File: config.mk
export PLATFORM = sky130hd
export DESIGN_NAME = rt_timer_unit
export DESIGN_NICKNAME = d
export VERILOG_FILES = /design/src/rtl/rt_timer_pkg.sv /design/src/rtl/rt_decode.sv /design/src/rtl/rt_time_count.sv /design/src/rtl/rt_cmp_slot.sv /design/src/rtl/rt_timer_unit.sv
export SDC_FILE = /design/constraint.sdc
export NUM_CORES = 1
export LEC_CHECK = 0
export ABC_CLOCK_PERIOD_IN_PS = 3400
export BUFFER_PORTS_ARGS = -buffer_cell sky130_fd_sc_hd__buf_2
export CORE_MARGIN = 10
export CORE_UTILIZATION = 62
export DETAILED_ROUTE_END_ITERATION = 10
export PLACE_DENSITY = 0.86
export SYNTH_ARGS = -nofsm -noshare
export SYNTH_HDL_FRONTEND = slang
export SYNTH_SLANG_ARGS = --single-unit
File: constraint.sdc
create_clock -name clk -period 3.4 [get_ports clk]
set_clock_uncertainty 0.15 [all_clocks]
set_input_delay 0.34 -clock clk [delete_from_list [all_inputs] [get_ports clk]]
set_output_delay 0.34 -clock clk [all_outputs]
set_load 0.03 [all_outputs]
File: src/rtl/rt_timer_pkg.sv
package rt_timer_pkg;

  // Kind of update a bus write applies to a 64-bit word.
  typedef enum logic [1:0] {
    WR_NONE = 2'd0,
    WR_FULL = 2'd1,
    WR_LOW  = 2'd2,
    WR_HIGH = 2'd3
  } wr_kind_e;

  function automatic logic [63:0] merge_word(input logic [63:0] old_v,
                                             input logic [63:0] wd,
                                             input wr_kind_e    kind);
    logic [63:0] res;
    case (kind)
      WR_FULL: res = wd;
      WR_LOW:  res = {old_v[63:32], wd[31:0]};
      WR_HIGH: res = {wd[31:0], old_v[31:0]};
      default: res = old_v;
    endcase
    return res;
  endfunction

  function automatic logic [63:0] read_view(input logic [63:0] v,
                                            input logic        upper,
                                            input logic        wide);
    logic [63:0] res;
    if (upper)     res = {32'd0, v[63:32]};
    else if (wide) res = v;
    else           res = {32'd0, v[31:0]};
    return res;
  endfunction

endpackage

File: src/rtl/rt_decode.sv
module rt_decode
  import rt_timer_pkg::*;
#(
  parameter int ADDR_W    = 12,
  parameter int NHARTS    = 4,
  parameter int CMP_BASE  = 'h000,
  parameter int TIME_BASE = 'h100,
  parameter int IDXW      = 2
) (
  input  logic [ADDR_W-1:0] addr,
  input  logic              wide,
  output logic              time_hit,
  output logic              cmp_hit,
  output logic [IDXW-1:0]   cmp_idx,
  output logic              upper,
  output wr_kind_e          kind
);
  localparam logic [ADDR_W-1:0] CMP_LO  = ADDR_W'(CMP_BASE);
  localparam logic [ADDR_W-1:0] CMP_HI  = ADDR_W'(CMP_BASE + 8 * NHARTS);
  localparam logic [ADDR_W-1:0] TIME_LO = ADDR_W'(TIME_BASE);

  logic aligned;

  always_comb begin
    aligned  = (addr[1:0] == 2'b00);
    upper    = addr[2];
    time_hit = aligned && (addr[ADDR_W-1:3] == TIME_LO[ADDR_W-1:3]);
    cmp_hit  = aligned && (addr >= CMP_LO) && (addr < CMP_HI);
    cmp_idx  = IDXW'((addr - CMP_LO) >> 3);
    if (wide) kind = upper ? WR_NONE : WR_FULL;
    else      kind = upper ? WR_HIGH : WR_LOW;
  end
endmodule

File: src/rtl/rt_time_count.sv
module rt_time_count
  import rt_timer_pkg::*;
(
  input  logic        clk,
  input  logic        rst_n,
  input  logic        tick,
  input  logic        wr_en,
  input  wr_kind_e    wr_kind,
  input  logic [63:0] wdata,
  output logic [63:0] time_q
);
  logic [63:0] time_d;
  logic        time_ce;

  always_comb begin
    time_ce = wr_en | tick;
    time_d  = time_q;
    if (wr_en)     time_d = merge_word(time_q, wdata, wr_kind);
    else if (tick) time_d = time_q + 64'd1;
  end

  always_ff @(posedge clk or negedge rst_n) begin
    if (!rst_n)       time_q <= '0;
    else if (time_ce) time_q <= time_d;
  end
endmodule

File: src/rtl/rt_cmp_slot.sv
module rt_cmp_slot
  import rt_timer_pkg::*;
(
  input  logic        clk,
  input  logic        rst_n,
  input  logic        wr_en,
  input  wr_kind_e    wr_kind,
  input  logic [63:0] wdata,
  input  logic [63:0] now,
  output logic [63:0] cmp_q,
  output logic        irq
);
  logic [63:0] cmp_d;
  logic        hit_d;

  always_comb begin
    cmp_d = merge_word(cmp_q, wdata, wr_kind);
    hit_d = (cmp_q <= now);
  end

  always_ff @(posedge clk or negedge rst_n) begin
    if (!rst_n)     cmp_q <= '1;
    else if (wr_en) cmp_q <= cmp_d;
  end

  always_ff @(posedge clk or negedge rst_n) begin
    if (!rst_n) irq <= 1'b0;
    else        irq <= hit_d;
  end
endmodule

File: src/rtl/rt_timer_unit.sv
module rt_timer_unit
  import rt_timer_pkg::*;
#(
  parameter int NHARTS    = 4,
  parameter int ADDR_W    = 12,
  parameter int CMP_BASE  = 'h000,
  parameter int TIME_BASE = 'h100
) (
  input  logic              clk,
  input  logic              rst_n,
  input  logic              tick,
  input  logic              req_valid,
  input  logic              req_write,
  input  logic              req_wide,
  input  logic [ADDR_W-1:0] req_addr,
  input  logic [63:0]       req_wdata,
  output logic              rsp_valid,
  output logic [63:0]       rsp_rdata,
  output logic [NHARTS-1:0] irq
);
  localparam int IDXW = (NHARTS > 1) ? $clog2(NHARTS) : 1;

  logic            time_hit;
  logic            cmp_hit;
  logic [IDXW-1:0] cmp_idx;
  logic            upper;
  wr_kind_e        kind;
  logic            wr_ok;
  logic            rd_fire;
  logic            time_wr;
  logic [63:0]     time_q;
  logic [63:0]     cmp_val [NHARTS];
  logic [63:0]     rd_d;

  rt_decode #(
    .ADDR_W(ADDR_W), .NHARTS(NHARTS), .CMP_BASE(CMP_BASE),
    .TIME_BASE(TIME_BASE), .IDXW(IDXW)
  ) u_dec (
    .addr(req_addr), .wide(req_wide), .time_hit(time_hit),
    .cmp_hit(cmp_hit), .cmp_idx(cmp_idx), .upper(upper), .kind(kind)
  );

  always_comb begin
    wr_ok   = req_valid && req_write && (kind != WR_NONE);
    rd_fire = req_valid && !req_write;
    time_wr = wr_ok && time_hit;
  end

  rt_time_count u_time (
    .clk(clk), .rst_n(rst_n), .tick(tick), .wr_en(time_wr),
    .wr_kind(kind), .wdata(req_wdata), .time_q(time_q)
  );

  for (genvar i = 0; i < NHARTS; i++) begin : g_slot
    logic slot_wr;
    assign slot_wr = wr_ok && cmp_hit && (cmp_idx == IDXW'(i));
    rt_cmp_slot u_slot (
      .clk(clk), .rst_n(rst_n), .wr_en(slot_wr), .wr_kind(kind),
      .wdata(req_wdata), .now(time_q), .cmp_q(cmp_val[i]), .irq(irq[i])
    );
  end

  always_comb begin
    rd_d = '0;
    if (time_hit)     rd_d = read_view(time_q, upper, req_wide);
    else if (cmp_hit) rd_d = read_view(cmp_val[cmp_idx], upper, req_wide);
  end

  always_ff @(posedge clk or negedge rst_n) begin
    if (!rst_n) rsp_valid <= 1'b0;
    else        rsp_valid <= rd_fire;
  end

  always_ff @(posedge clk or negedge rst_n) begin
    if (!rst_n)       rsp_rdata <= '0;
    else if (rd_fire) rsp_rdata <= rd_d;
  end
endmodule

* Yosys cells after proc, flatten, opt, wreduce, memory -nomap -nowiden
Index checks and enable logic that the tools add are counted.
** Word-level totals
- Register bits :: 389
- Input bits :: 82
- Output and inout port bits :: 69
- Logic and storage cells :: 83
** Cells by class
- $add $sub $neg :: 1
- $lt $le $gt $ge :: 7
- Equality and inequality tests :: 11
- Mux-type cells :: 15
- Bitwise operators :: 4
- Reductions and logical operators :: 29
** Operator list (number)
- $mux 64 :: 10
- $le 64x64->1 :: 4
- $pmux 64 s3 :: 1
- $bmux 64 s2 :: 1
- $add 64x1->64 const B :: 1
- $reduce_and 3->1 :: 8
- $ge 12x1->1 const B :: 1
- $logic_and 1x1->1 :: 12
- $lt 12x6->1 const B :: 1
- $eq 9x6->1 const B :: 1
- $eq 2x2->1 const B :: 4
- $reduce_and 4->1 :: 2
- $reduce_bool 2->1 :: 4
- $ne 3x1->1 const B :: 2
- $eq 2x1->1 const B :: 2
- $logic_not 2->1 :: 2
- $ne 2x2->1 const B :: 2
- $ge 3x3->1 const B :: 1
- $not 2->3 :: 1
- $mux 1 :: 2
- $mux 2 :: 1
- $not 1->1 :: 2
- $logic_not 1->1 :: 1
- $or 1x1->1 :: 1

* Depth between registers and ports, before layout
- Word-level depth :: 8
- Depth in mapped cells :: 12
- Gate-level depth less buffers :: 9

* Hierarchy
From an unflattened synthesis, not the netlist that was laid out.
** Unflattened totals
- Cell total of the unflattened synthesis :: 3107
- Area total of the unflattened synthesis :: 28068.2 µm²
** By module, submodules not included
- rt_cmp_slot :: instances 4, cells each 452, area each 4270.3 µm², seq. area each 1706.6 µm²
- rt_timer_unit :: instances 1, cells each 698, area each 6214.7 µm², seq. area each 1626.6 µm²
- rt_time_count :: instances 1, cells each 591, area each 4698.3 µm², seq. area each 1601.5 µm²
- rt_decode :: instances 1, cells each 10, area each 73.8 µm², seq. area each 0.0 µm²

* Least setup slack after synthesis
No wires, ideal clock.
- Path type :: in2reg
- Start point :: in req_addr[2]
- End point :: reg u_time.time_q[48]
- Setup time :: 0.121 ns
- Arrival time :: 2.538 ns
- Required time :: 3.129 ns
- Slack :: 0.591 ns
- Stages on the path :: 10
- Path buffers :: 4
- Path through :: clkbuf_1 -> inv_2 -> buf_1 -> ha_1 -> clkbuf_1 -> clkbuf_1 -> nor3b_1 -> a21oi_1 -> o32ai_1 -> a22o_1
** Between the ends
- Cells in the longest elaborated chain, start to end :: 7
- Elaborated cells between the ends (all ways) :: 16
- Classes of those cells :: eq/ne: 5; mux: 5; bitwise: 1; reduce/logical: 5
** Ends and longest elaborated chain
- start: declaration :: RTL line rt_timer_unit.sv:15 : input logic [ADDR_W-1:0] req_addr,
- $mux 1, on equally long branches :: RTL line rt_decode.sv:31, rt_decode.sv:30
- $mux 2 * :: RTL line rt_decode.sv:30 : if (wide) kind = upper ? WR_NONE : WR_FULL;
- $reduce_bool 2->1 :: RTL line rt_timer_unit.sv:44 : wr_ok = req_valid && req_write && (kind != WR_NONE);
- $logic_and 1x1->1 :: RTL line rt_timer_unit.sv:44
- $logic_and 1x1->1 :: RTL line rt_timer_unit.sv:46 : time_wr = wr_ok && time_hit;
- $ne 3x1->1 (no source line) (tied with other cells)
- $reduce_and 4->1 (no source line)
- end signal: assignment :: RTL line rt_time_count.sv:24 : else if (time_ce) time_q <= time_d;
- end: declaration :: RTL line rt_time_count.sv:10 : output logic [63:0] time_q
Every way passes the cells marked *; elsewhere a longest branch is shown, timed or not. The select of a mux whose other input is x is not followed.
A chain may end at the register's enable or synchronous reset.

* Worst setup path in the final report
- Start point :: reg u_time.time_q[49]
- End point :: reg g_slot[0].u_slot.irq
** Between the ends
- Cells in the longest elaborated chain, start to end :: 1
** Ends and longest elaborated chain
- $le 64x64->1 :: RTL line rt_cmp_slot.sv:18 : hit_d = (cmp_q <= now);
- net g_slot[0].u_slot.hit_d :: RTL line rt_cmp_slot.sv:14 : logic hit_d;
- end signal: assignment :: RTL line rt_cmp_slot.sv:28 : else irq <= hit_d;
- end: declaration :: RTL line rt_cmp_slot.sv:11 : output logic irq
The timed path passes the listed nets, and every way through them passes these cells.

==> impl_metrics.toml <==
[sta]
maxSlewHeadroom_pct = 38.1
setup_viol = 0
setup_tns_ps = 0
tightest_slew_ps = 928
rsz0062_at_grt = "false"
hold_violations = 0
fin_crit_ps = 3200
max_freq_mhz = 313
finalMaxSlewViolations = 0
fin_crit_sh_pct = 94.0

[cells_and_area]
final-seq-area_mm2 = 0.0101
area_delta_synth_final_pct = 13.4
drive_gt1_share_pct = 24.4
utilization_pct = 71.1
fill_cells = 2927
final_common_cell = "nand2_1"
final_cell_area_mm2 = 0.0282
multi_input_area_mm2 = 0.0140
final_nets = 3126
final_cell_mix = "nand2_1 (462), o21ai_0 (363), ha_1 (260)"

[synth]
ys.flop_type = "dfstp_2"
yosysUniqueCellTypes = 76
yosys_warnings = 0
synth_edf_count = 0
netlist.area_leader.share_pct = 27.1
synthTopCellsByArea = "dfstp_2 (27%), dfrtp_1 (13%), ha_1 (13%)"
syn-mean-instance-area_um2 = 9.44
synth_async_sr_flop_share_pct = 100
synth_fp_nets = 2975
ys_seq_area_share_pct = 40.5
netlist_area_mm2 = 0.0248
netlist.top_cell.by_area = "dfstp_2"
synth_seq_cells = 389
synthCells = 2632

[place]
io_buffers = 150
dp_hpwl_um = 67900
gp_congestion = 1.04
dpl_cell_area_mm2 = 0.0266

[clocking]
cts_buffers = 44
cts_setup_buffers = 0
cts.root.buffer_cell = "clkbuf_16"
clock_latency_ps = 590
cts.clk_slew.worst_paths_ps = 60
clock-sinks = 389
clockBufferDepth = 3
cts_tree = "yes"
htree_levels = 2

[setup_path]
critPathLaunchType = "flip-flop"
path_max_fanout = 6
crit_path_end_kind = "flip-flop"
crit_buf_inv = 1
crit_type = "flip-flop to flip-flop"
crit_slowest_cell = "a2111o_1"
critical_path.top_delay_family = "compound AO/OA/AOI/OAI gates"
cp.required_ps = 3730
path_cells = "inv_1 -> ha_1 -> a21oi_1 -> o21ai_0 -> a221o_1 -> a2111o_1 -> a211oi_2 -> o211ai_1 -> o31ai_1"
cpPeakStageDelay_ps = 550
arrival_ps = 3530
rrSetupSlack_ps = 200

[floorplan]
io_pins = 151
chipWidth_um = 220
core_mm2 = 0.0396
start_util_pct = 62.7
rows = 73
design.die.area_mm2 = 0.0485
dieHeight_um = 220

[detailed_routing]
dr.first_iter.drc_count = 3225
route.final.wire_length_um = 91800
vias = 22900
drc = 0
first_pass_iters = 8
viasPerCell = 6.86
detail-route-antenna-nets = 0
wl_per_cell_um = 27.5

[power]
intPower_mw = 8.04
power_switching_share_pct = 28.2
ir_drop_v = 0.000457
power_density_mw_per_mm2 = 397
p_sw_mw = 3.15
p_comb_share_pct = 13.2
clockPowerShare_pct = 43.1
p_leak_nw = 11.9
seqPwrFrac_pct = 43.7

[global_route]
grt.total_usage_pct = 37.8
grt_pass1_wl_um = 140000
grt_pass1_vias = 22600
grt-ovfl-total = 0
antenna_found_initial = 3
grt_max_degree = 84

[flow_run]
max-cap-violations = 0

[run_status]
status = "finished clean"

[worst_hold_path]
hp-class = "input port to flip-flop"
-- worst register-to-register path: stages (launching register included) --
cell and delay [ps]:
dfrtp_1 500, inv_1 200, ha_1 340, a21oi_1 130, o21ai_0 190, a221o_1 400
a2111o_1 550, a211oi_2 400, o211ai_1 150, o31ai_1 90
-- metal layers --
metal	routed length (um)	vias up	GRT usage (%)	share of wire, %
met5	11	-	0	0.012
met4	6520	2	23.8	7.1
met3	9800	313	8.03	11
met2	40200	1473	57.2	44
met1	35300	11100	49.1	38
li1	-	10000	-	-
-- registers in the layout (all words and copies together), names as in the netlist --
signal	count
u_time.time_q	64
rsp_valid	1
g_slot.u_slot.irq	4
g_slot.u_slot.cmp_q	256
rsp_rdata	64
-- power by group through the flow --
stage	logic, mW	clock network [mW]	registers (mW)
6_report	1.48	4.82	4.89
5_1_grt	1.58	5.05	4.90
3_5_place_dp	1.41	0	4.95
3_3_place_gp	1.37	0	4.95
2_1_floorplan	0.732	0	5.00
4_1_cts	1.44	4.86	4.88
-- through the flow --
step	worst slack, ps	cells	total power, mW	hold slack, ps
2_1_floorplan	591	2632	5.73	-106
3_3_place_gp	-208	3254	6.32	265
3_5_place_dp	-234	3254	6.36	274
4_1_cts	69.1	3340	11.2	0.226
5_1_grt	92.2	3340	11.5	1.23
6_report	203	3341	11.2	13.8
-- cell usage after synthesis, types with 10 or more instances --
cell        n
nand2_1   468
o21ai_0   364
ha_1      261
dfstp_2   256
a21oi_1   215
dfrtp_1   133
clkbuf_1  129
inv_1      76
nor2_1     73
mux4_2     64
mux2i_1    61
nand3_1    59
nand4_1    58
a22oi_1    36
nor3_1     36
o21a_1     35
o221ai_1   30
nor3b_1    29
nor4_1     23
a21o_1     20
o31ai_1    20
a211oi_1   16
and4_1     13
buf_1      13
a221oi_1   10
-- layout make-up --
class	count	share of cell area, %
Tap cell	525	2.33
Multi-Input combinational cell	2010	49.6
Clock buffer	66	4.79
Inverter	78	1.04
Sequential cell	389	35.7
Clock inverter	12	0.329
Antenna cell	1	0.00888
Timing Repair Buffer	260	6.21
-- final timing paths --
path	start	to	depth (start not counted)
worst max-delay path	u_time.time_q[49]	g_slot[0].u_slot.irq	9
worst min-delay path	req_wdata[5]	g_slot[0].u_slot.cmp_q[5]	3
worst max register to register	u_time.time_q[49]	g_slot[0].u_slot.irq	9
worst min register to register	rsp_rdata[48]	rsp_rdata[48]	2
max in group asynchronous	rst_n	g_slot[0].u_slot.cmp_q[42]	3
min in group asynchronous	rst_n	rsp_rdata[48]	2
-- cell families after synthesis --
| kind of cell | share of synthesized area [%] |
|---|---|
| muxes | 8.35 |
| AOI/OAI and AO/OA | 19.4 |
| buffers and inverters | 3.64 |
| adders and majority gates | 13.1 |
| DFF | 40.5 |
| and+or+nand+nor | 15.0 |
-- what timing repair did --
action,4_1_cts,5_1_grt
hold buffers,8,0
cloned,0,0
hold endpoints to repair,44,0
setup endpoints to repair,1,1
resized for setup,1,3
No activity file was read; power rests on OpenSTA's default activity.
